**config.mk**
```make
export PLATFORM = sky130hd
export DESIGN_NAME = swb_exec_unit
export DESIGN_NICKNAME = d
export VERILOG_FILES = /design/src/rtl/swb_pkg.sv /design/src/rtl/swb_seq.sv /design/src/rtl/swb_decode.sv /design/src/rtl/swb_alu.sv /design/src/rtl/swb_exec_unit.sv
export SDC_FILE = /design/constraint.sdc
export NUM_CORES = 1
export LEC_CHECK = 0
export ABC_CLOCK_PERIOD_IN_PS = 6000
export BUFFER_PORTS_ARGS = -buffer_cell sky130_fd_sc_hd__buf_4
export CORE_MARGIN = 3
export CORE_UTILIZATION = 45
export CTS_BUF_LIST = sky130_fd_sc_hd__clkbuf_16
export DETAILED_ROUTE_END_ITERATION = 16
export HOLD_SLACK_MARGIN = 0.08
export PLACE_DENSITY = 0.72
export SLEW_MARGIN = 10
export SYNTH_ARGS = -nofsm -noshare
export SYNTH_HDL_FRONTEND = slang
export SYNTH_SLANG_ARGS = --single-unit
```
**constraint.sdc**
```tcl
create_clock -name clk -period 6 [get_ports clk]
set_input_delay 0.3 -clock clk [delete_from_list [all_inputs] [get_ports clk]]
set_output_delay 0.3 -clock clk [all_outputs]
set_load 0.005 [all_outputs]
```
**src/rtl/swb_pkg.sv**
```systemverilog
package swb_pkg;
  typedef enum logic [1:0] {
    PH_Q1 = 2'd0,
    PH_Q2 = 2'd1,
    PH_Q3 = 2'd2,
    PH_Q4 = 2'd3
  } phase_e;

  localparam int FLG_C  = 0;
  localparam int FLG_DC = 1;
  localparam int FLG_Z  = 2;
  localparam int FLG_OV = 3;
  localparam int FLG_N  = 4;
  localparam int FLG_W  = 5;
endpackage

```
**src/rtl/swb_seq.sv**
```systemverilog
module swb_seq
  import swb_pkg::*;
(
  input  logic   clk,
  input  logic   rst,
  input  logic   accept,
  output logic   busy_q,
  output phase_e phase_q
);
  always_ff @(posedge clk) begin
    if (rst) begin
      busy_q  <= 1'b0;
      phase_q <= PH_Q1;
    end else if (accept) begin
      busy_q  <= 1'b1;
      phase_q <= PH_Q1;
    end else if (busy_q) begin
      if (phase_q == PH_Q4) busy_q <= 1'b0;
      phase_q <= phase_e'(phase_q + 2'd1);
    end
  end
endmodule

```
**src/rtl/swb_decode.sv**
```systemverilog
module swb_decode #(
  parameter int LO_W         = 8,
  parameter int BANK_W       = 4,
  parameter int ACCESS_SPLIT = 128
) (
  input  logic [LO_W+1:0]        field,
  input  logic [BANK_W-1:0]      bsr,
  output logic [BANK_W+LO_W-1:0] addr,
  output logic                   to_file
);
  localparam logic [LO_W-1:0]   SPLIT_V = LO_W'(ACCESS_SPLIT);
  localparam logic [BANK_W-1:0] TOP_BNK = '1;
  localparam logic [BANK_W-1:0] BOT_BNK = '0;

  logic [LO_W-1:0] f;
  logic            banked;

  always_comb begin
    f       = field[LO_W-1:0];
    banked  = field[LO_W];
    to_file = field[LO_W+1];
    if (banked)           addr = {bsr, f};
    else if (f < SPLIT_V) addr = {BOT_BNK, f};
    else                  addr = {TOP_BNK, f};
  end
endmodule

```
**src/rtl/swb_alu.sv**
```systemverilog
module swb_alu
  import swb_pkg::*;
#(
  parameter int DATA_W = 8
) (
  input  logic [DATA_W-1:0] acc,
  input  logic [DATA_W-1:0] opnd,
  input  logic              carry_in,
  output logic [DATA_W-1:0] diff,
  output logic [FLG_W-1:0]  flags
);
  localparam int NIB_W = DATA_W / 2;

  logic              borrow;
  logic [DATA_W:0]   full;
  logic [NIB_W:0]    low;

  always_comb begin
    borrow = ~carry_in;
    full   = {1'b0, acc} - {1'b0, opnd} - {{DATA_W{1'b0}}, borrow};
    low    = {1'b0, acc[NIB_W-1:0]} - {1'b0, opnd[NIB_W-1:0]}
             - {{NIB_W{1'b0}}, borrow};
    diff   = full[DATA_W-1:0];
    flags[FLG_C]  = ~full[DATA_W];
    flags[FLG_DC] = ~low[NIB_W];
    flags[FLG_Z]  = (full[DATA_W-1:0] == '0);
    flags[FLG_OV] = (acc[DATA_W-1] ^ opnd[DATA_W-1]) &
                    (full[DATA_W-1] ^ acc[DATA_W-1]);
    flags[FLG_N]  = full[DATA_W-1];
  end
endmodule

```
**src/rtl/swb_exec_unit.sv**
```systemverilog
module swb_exec_unit
  import swb_pkg::*;
#(
  parameter int DATA_W       = 8,
  parameter int LO_W         = 8,
  parameter int BANK_W       = 4,
  parameter int ACCESS_SPLIT = 128,
  parameter int OPC_W        = 6,
  parameter logic [OPC_W-1:0] OPC_VAL = 6'b010101
) (
  input  logic                    clk,
  input  logic                    rst,
  input  logic                    issue_valid,
  input  logic [OPC_W+LO_W+1:0]   issue_word,
  output logic                    issue_ready,
  input  logic [BANK_W-1:0]       bsr_in,
  input  logic                    wreg_ld_en,
  input  logic [DATA_W-1:0]       wreg_ld_data,
  input  logic                    flags_ld_en,
  input  logic [4:0]              flags_ld_data,
  output logic [BANK_W+LO_W-1:0]  rf_addr,
  output logic                    rf_rd_en,
  input  logic [DATA_W-1:0]       rf_rd_data,
  output logic                    rf_wr_en,
  output logic [DATA_W-1:0]       rf_wr_data,
  output logic [DATA_W-1:0]       wreg_q,
  output logic [4:0]              flags_q,
  output logic [1:0]              phase_q,
  output logic                    busy_q,
  output logic                    done_q
);
  localparam int INSTR_W = OPC_W + LO_W + 2;
  localparam int ADDR_W  = BANK_W + LO_W;

  phase_e                 phase;
  logic                   busy;
  logic                   opc_hit;
  logic                   accept;
  logic [INSTR_W-1:0]     instr_q;
  logic [BANK_W-1:0]      bsr_q;
  logic [ADDR_W-1:0]      dec_addr;
  logic                   dec_to_file;
  logic [DATA_W-1:0]      alu_diff;
  logic [FLG_W-1:0]       alu_flags;
  logic [DATA_W-1:0]      res_q;
  logic [FLG_W-1:0]       flg_q;
  logic [ADDR_W-1:0]      addr_q;
  logic                   rd_q;
  logic                   wr_q;
  logic [DATA_W-1:0]      w_q;
  logic [FLG_W-1:0]       st_q;
  logic                   done_r;
  logic                   in_q1;
  logic                   in_q3;
  logic                   in_q4;

  assign opc_hit     = (issue_word[INSTR_W-1 -: OPC_W] == OPC_VAL);
  assign issue_ready = !busy || (phase == PH_Q4);
  assign accept      = issue_valid && issue_ready && opc_hit;
  assign in_q1       = busy && (phase == PH_Q1);
  assign in_q3       = busy && (phase == PH_Q3);
  assign in_q4       = busy && (phase == PH_Q4);

  swb_seq u_seq (
    .clk    (clk),
    .rst    (rst),
    .accept (accept),
    .busy_q (busy),
    .phase_q(phase)
  );

  always_ff @(posedge clk) begin
    if (rst) begin
      instr_q <= '0;
      bsr_q   <= '0;
    end else if (accept) begin
      instr_q <= issue_word;
      bsr_q   <= bsr_in;
    end
  end

  swb_decode #(
    .LO_W        (LO_W),
    .BANK_W      (BANK_W),
    .ACCESS_SPLIT(ACCESS_SPLIT)
  ) u_dec (
    .field  (instr_q[LO_W+1:0]),
    .bsr    (bsr_q),
    .addr   (dec_addr),
    .to_file(dec_to_file)
  );

  swb_alu #(.DATA_W(DATA_W)) u_alu (
    .acc     (w_q),
    .opnd    (rf_rd_data),
    .carry_in(st_q[FLG_C]),
    .diff    (alu_diff),
    .flags   (alu_flags)
  );

  // Q1 forms the address; Q2 holds the read strobe.
  always_ff @(posedge clk) begin
    if (rst) begin
      addr_q <= '0;
      rd_q   <= 1'b0;
    end else begin
      rd_q <= in_q1;
      if (in_q1) addr_q <= dec_addr;
    end
  end

  // Q3 registers result and flags; Q4 drives the optional file write.
  always_ff @(posedge clk) begin
    if (rst) begin
      res_q <= '0;
      flg_q <= '0;
      wr_q  <= 1'b0;
    end else if (in_q3) begin
      res_q <= alu_diff;
      flg_q <= alu_flags;
      wr_q  <= dec_to_file;
    end else begin
      wr_q  <= 1'b0;
    end
  end

  // Architectural state commits on the edge ending Q4.
  always_ff @(posedge clk) begin
    if (rst) begin
      w_q    <= '0;
      st_q   <= '0;
      done_r <= 1'b0;
    end else begin
      done_r <= in_q4;
      if (in_q4) begin
        st_q <= flg_q;
        if (!dec_to_file) w_q <= res_q;
      end else if (!busy) begin
        if (wreg_ld_en)  w_q  <= wreg_ld_data;
        if (flags_ld_en) st_q <= flags_ld_data;
      end
    end
  end

  assign rf_addr    = addr_q;
  assign rf_rd_en   = rd_q;
  assign rf_wr_en   = wr_q;
  assign rf_wr_data = res_q;
  assign wreg_q     = w_q;
  assign flags_q    = st_q;
  assign phase_q    = phase;
  assign busy_q     = busy;
  assign done_q     = done_r;
endmodule

```
Word-level counts from Yosys, hierarchy flattened
Index checks and enable logic that the tools add are counted.
{"block": "totals", "regBits": 58, "in_bits": 46, "out_inout_bits": 40, "wordCells": 57}
{"block": "classes", "add_sub_neg": 5, "order_cmp": 1, "eq_ne": 5, "muxes": 12, "bitwise": 7, "reduce_logical": 15}
{"operator": "$mux 8", "n": 4}
{"operator": "$mux 12", "n": 2}
{"operator": "$mux 5", "n": 3}
{"operator": "$sub 8x8->9", "n": 1}
{"operator": "$sub 9x1->9", "n": 1}
{"operator": "$logic_not 8->1", "n": 1}
{"operator": "$lt 8x8->1 const B", "n": 1}
{"operator": "$eq 6x5->1 const B", "n": 1}
{"operator": "$logic_and 1x1->1", "n": 5}
{"operator": "$sub 4x4->5", "n": 1}
{"operator": "$sub 5x1->5", "n": 1}
{"operator": "$eq 2x2->1 const B", "n": 2}
{"operator": "$ne 2x2->1 const B", "n": 2}
{"operator": "$not 1->1", "n": 4}
{"operator": "$reduce_bool 2->1", "n": 2}
{"operator": "$reduce_or 2->1", "n": 2}
{"operator": "$mux 1", "n": 3}
{"operator": "$reduce_and 3->1", "n": 1}
{"operator": "$add 2x1->2 const B", "n": 1}
{"operator": "$logic_not 2->1", "n": 1}
{"operator": "$reduce_and 2->1", "n": 1}
{"operator": "$xor 1x1->1", "n": 2}
{"operator": "$and 1x1->1", "n": 1}
{"operator": "$logic_not 1->1", "n": 1}
{"operator": "$logic_or 1x1->1", "n": 1}

Logic depth before layout (Yosys ltp)
{"block": "depth", "depth_word": 5, "ltp_mapped": 9, "mapped_depth_nobuf": 9}

By module
Synthesis repeated with hierarchy kept, for this count alone.
{"block": "hier_totals", "hier_cells": 357, "area_unflattened_um2": 3042.9}
{"mod": "swb_exec_unit", "instances": 1, "cells_per_inst": 256, "area_per_inst_um2": 2213.4, "seq_area_each_um2": 1101.1}
{"mod": "swb_alu", "instances": 1, "cells_per_inst": 77, "area_per_inst_um2": 590.6, "seq_area_each_um2": 0.0}
{"mod": "swb_seq", "instances": 1, "cells_per_inst": 11, "area_per_inst_um2": 126.4, "seq_area_each_um2": 60.1}
{"mod": "swb_decode", "instances": 1, "cells_per_inst": 13, "area_per_inst_um2": 112.6, "seq_area_each_um2": 0.0}

Least setup slack after synthesis
OpenSTA, ideal clock, no wires.
{"block": "synth_timing", "kind": "reg-to-reg", "startpoint": "reg w_q[0] (netlist: wreg_q[0])", "endpoint": "reg flg_q[2]", "setup_ps": 61, "arrival_ps": 2209, "required_ps": 5939, "setup_slack_ps": 3730, "path_stages_with_launch": 9, "n_path_buf": 0, "synth_period_minus_slack_ps": 2270, "path_cell_list": "dfxtp_1 > inv_1 > fa_1 > fa_1 > a21boi_0 > a221oi_4 > xnor2_1 > nor4_1 > a32o_1"}
{"block": "synth_between", "elab_chain_len": 3}
{"item": "start, declared", "line_no": "swb_exec_unit.sv:50", "rtl": "logic [DATA_W-1:0] w_q;"}
{"item": "start signal, assigned", "line_no": "swb_exec_unit.sv:137", "rtl": "if (!dec_to_file) w_q <= res_q;"}
{"item": "start signal, assigned", "line_no": "swb_exec_unit.sv:139", "rtl": "if (wreg_ld_en) w_q <= wreg_ld_data;"}
{"item": "$sub 8x8->9", "line_no": "swb_alu.sv:20", "rtl": "full = {1'b0, acc} - {1'b0, opnd} - {{DATA_W{1'b0}}, borrow};"}
{"item": "$sub 9x1->9", "line_no": "swb_alu.sv:20"}
{"item": "$logic_not 8->1", "line_no": "swb_alu.sv:26", "rtl": "flags[FLG_Z] = (full[DATA_W-1:0] == '0);"}
{"item": "end signal, assigned", "line_no": "swb_exec_unit.sv:120", "rtl": "flg_q <= alu_flags;"}
{"item": "end, declared", "line_no": "swb_exec_unit.sv:46", "rtl": "logic [FLG_W-1:0] flg_q;"}
Every way passes these cells.
A chain may end at the register's enable or synchronous reset.

Worst setup path in the final report
Same ends and word-level chain as after synthesis.

==> impl.org <==
** Synth
- Cell area after technology mapping :: 2790 um^2
- Ranked by total cell area, the synthesized netlist is headed by dfxtp_1 (41%), ha_1 (7.6%), nand2_1 (5.8%).
- Distinct cells, synth :: 41
- Of the post-synthesis cell area, the dominant cell type holds 0.408.
- Library cell with the largest summed area after synthesis :: dfxtp_1
- Counting every net in the synthesized netlist gives 400.
- EDFF count, synth :: 0
- Yosys warnings :: 0
- Synthesized instance count :: 335
- Among all flip-flop cells after synthesis, the most frequent one is dfxtp_1.
- In the synthesized netlist the async set-or-reset flop fraction comes to 0.
- Sequential element share of the synthesized area :: 0.408
- Synthesis inferred 57 register bits.
- Syn Area/Cell :: 8.34 um^2

** Final layout
- Relative to the synthesized area, the layout overhead comes to 34.2%.
- ANT cells :: 0
- # nets final :: 480
- Fraction of layout instances using a drive strength above 1 :: 0.252
- The finished cells cover 3750 um^2.
- Once layout is complete, the utilization of the core stands at 0.630.
- Fin cells :: 495

** CTS
- Counting along the longest clock path gives a buffer depth of 2.
- Number of sinks on the clock net :: 57
- CTS H-tree depth :: 3
- In this run, post-CTS repair resized a total of 0 instances.
- Buffers inserted during post-CTS setup optimization :: 0
- The root buffer cell chosen for the clock tree is clkbuf_16.
- TritonCTS buffer count :: 9
- Clock slew at the register clock pins of the worst setup and hold paths :: 50 ps
- In this run, post-CTS hold repair placed 0 buffers.
- At the later pin of the worst-skew pair, clock insertion delay measures 320 ps.
- TritonCTS clock tree :: done

** STA
- RSZ-0062 raised after global routing :: no
- In the post-route analysis, the smallest setup slack over all paths is 3510 ps.
- Subtracting the final worst setup slack from the clock period gives 2490 ps.
- Slew of the pin with the lowest slew margin :: 1190 ps
- In this run the tightest slew margin relative to its limit is 0.201.
- Hold violation total from the final report :: 0
- Setup violations remaining at the end of the flow were counted as 0.
- Derived from the worst setup path, the maximum achievable clock frequency is 0.402 GHz.
- Max-slew violation count :: 0
- On the final layout, the worst hold slack is 214 ps.
- In the finished design, the share of the clock period the worst path needs comes to 0.414.
- In the final timing run, aggregate negative setup slack is 0 ps.
- For the final database, setup skew stands at 4.81 ps.

** Run
- Max Cap Viol :: 0

** Power
- Leakage power total :: 1.65 nW
- The completed layout was analyzed and its total power is 1.03 mW.
- Of the total power, combinational logic draws 0.148.
- Power density normalized to cell area :: 275 nW/um^2
- The share of total power dissipated in the clock network is 0.472.
- Of the total power, the share spent switching nets is 0.248.
- Internal power comes to 0.776 mW.
- Across the VDD grid, the largest voltage drop is 0.000192 V.
- Proportion of power drawn by flip-flops and latches :: 0.380
- Summed over all nets, the switching power comes to 0.256 mW.

** GRT
- Number of global-route vias before repair :: 2,486
- In the global route stage, overall resource usage came out at 0.198.
- The first global-routing pass estimated 11.4 mm of wire.
- Entering global routing, the biggest net connects 56 pins.
- For this run the aggregate overflow at the end of global routing stands at 0.
- Initial antenna violation count :: 0

** Worst setup path
- STA puts the critical path data arrival time at 2750 ps.
- Crit Path Max Fanout :: 3
- The worst setup path is launched from a flip-flop.
- Type of the setup path with the least slack :: flip-flop to flip-flop
- Setup crit end kind :: flip-flop
- WP data required :: 6270 ps

** Floorplanning
- Total Die Area :: 7190 um^2
- Pin placement for this block handled 86 I/O pins.
- Chip height :: 84.8 um
- Number of placement rows :: 28
- From left edge to right edge, the die measures 84.8 um.
- For this configuration, the core starts out at a cell density of 0.469.
- After floorplanning, the core was sized to cover 5960 um^2.

** Detailed routing
- Ratio of routed vias to standard cells :: 5.11
- Final wirelength :: 6.91 mm
- DR vias :: 2,528
- Length of the first detailed-routing pass in iterations :: 4
- The detail route stage leaves a number of antenna-violating nets equal to 0.
- For this run, design rule violations remaining after detail routing come to 0.
- For this block, the initial DRC count from the detailed router was 192.
- WL/cell :: 14.0 um

** Place
- Buffers placed on the I/O ports in this run total 85.
- Once placement finished, the instance area stood at 3460 um^2.
- Final GP Congestion :: 0.819
- Prior to clock tree synthesis, the placed netlist has a worst setup slack of 3490 ps.
- The HPWL after detailed placement is 5.02 mm.
- The number of placed instances, taps included, is 479.

** Run status
- The flow ran to the end, and the final reports show no timing, DRC or antenna violations.

** Min path
- The path class of the tightest hold or removal check is input pin to flip-flop.
## cells in the mapped netlist (2+ instances only)
cell type  number
xnor2_1         6
and2_1          2
nand3b_1        3
clkbuf_1        9
o21ai_0         9
nor4_1          3
a211oi_1        5
buf_1           4
o21ai_1         2
xor2_1          2
inv_1          32
and3_1          2
nor2_1         43
nand2_1        43
nor2b_1         2
mux2i_1        15
fa_1            2
nand4_1         2
dfxtp_1        57
nand3_1        15
buf_4           3
a21oi_1        24
nor3_1          5
a311oi_1       12
ha_1           17
## routing by layer
layer  vias up  GRT usage  part of all wire
li1       1288          -                 -
met1      1156      0.247              0.45
met2        78      0.317              0.46
met3         6     0.0736             0.076
met4         0     0.0676            0.0098
met5         -          0                 0
## path summary, 6_finish.rpt
kind / start / to / slack, ps / cells past startpoint
setup reg to reg: wreg_q[0] / flg_q[2] / 3510 / 8
hold / removal: bsr_in[1] / bsr_q[1] / 210 / 3
setup / recovery: wreg_q[0] / flg_q[2] / 3510 / 8
hold reg to reg: instr_q[6] / rf_addr[6] / 450 / 2
## cell families after synthesis
group / share of synthesized area
compound gates: 0.144
xor+xnor: 0.0251
fa+ha+maj: 0.0905
buf+inv: 0.0743
flops: 0.408
mux: 0.0578
simple gates: 0.200
## layout make-up
cell class              count  area [um^2]
fillers                   541         2210
multi-input cells         228         1450
flip-flops and latches     57         1140
repair buffers             87          653
clock buffers               9          225
inverters                  32          120
well taps                  75         93.8
clock inverters             7         62.6
## worst max-delay path, cell delays in order (launching register included)
cell      delay [ps]
dfxtp_1          350
inv_1             70
fa_1             430
fa_1             410
a21boi_0         390
a221oi_4         120
xnor2_1          180
nor4_1           310
a32o_1           160
## layout by cell type, fill, tap and decap left out, types with 2 or more instances in the layout
cell | Yosys | layout
xnor2_1 | 6 | 6
nor2b_1 | 2 | 2
dfxtp_1 | 57 | 57
fa_1 | 2 | 2
and3_1 | 2 | 2
nor4_1 | 3 | 3
a311oi_1 | 12 | 12
o21ai_1 | 2 | 2
ha_1 | 17 | 17
nand2_1 | 43 | 43
and2_1 | 2 | 2
o21ai_0 | 9 | 9
clkinv_2 | 0 | 2
clkbuf_16 | 0 | 9
a211oi_1 | 5 | 5
buf_4 | 3 | 87
nand3b_1 | 3 | 3
mux2i_1 | 15 | 15
nand4_1 | 2 | 2
clkinvlp_4 | 0 | 2
a21oi_1 | 24 | 24
nand3_1 | 15 | 15
inv_1 | 32 | 33
nor2_1 | 43 | 43
nor3_1 | 5 | 5
xor2_1 | 2 | 2
## sequential cells by signal, summed over array words and instances (netlist names)
name,cells
flg_q,4
done_q,1
u_seq.busy_q,1
wreg_q,8
instr_q,10
bsr_q,4
rf_rd_en,1
rf_wr_en,1
rf_addr,12
u_seq.phase_q,2
flags_q,5
rf_wr_data,8
## power groups by stage
stage | combinational [mW] | clock (mW) | sequential [mW]
6_report | 0.153 | 0.488 | 0.392
5_1_grt | 0.169 | 0.514 | 0.393
4_1_cts | 0.153 | 0.492 | 0.392
3_5_place_dp | 0.151 | 0 | 0.400
3_3_place_gp | 0.149 | 0 | 0.400
2_1_floorplan | 0.0979 | 0 | 0.399
Note: power is estimated with default switching activity, not from simulation.
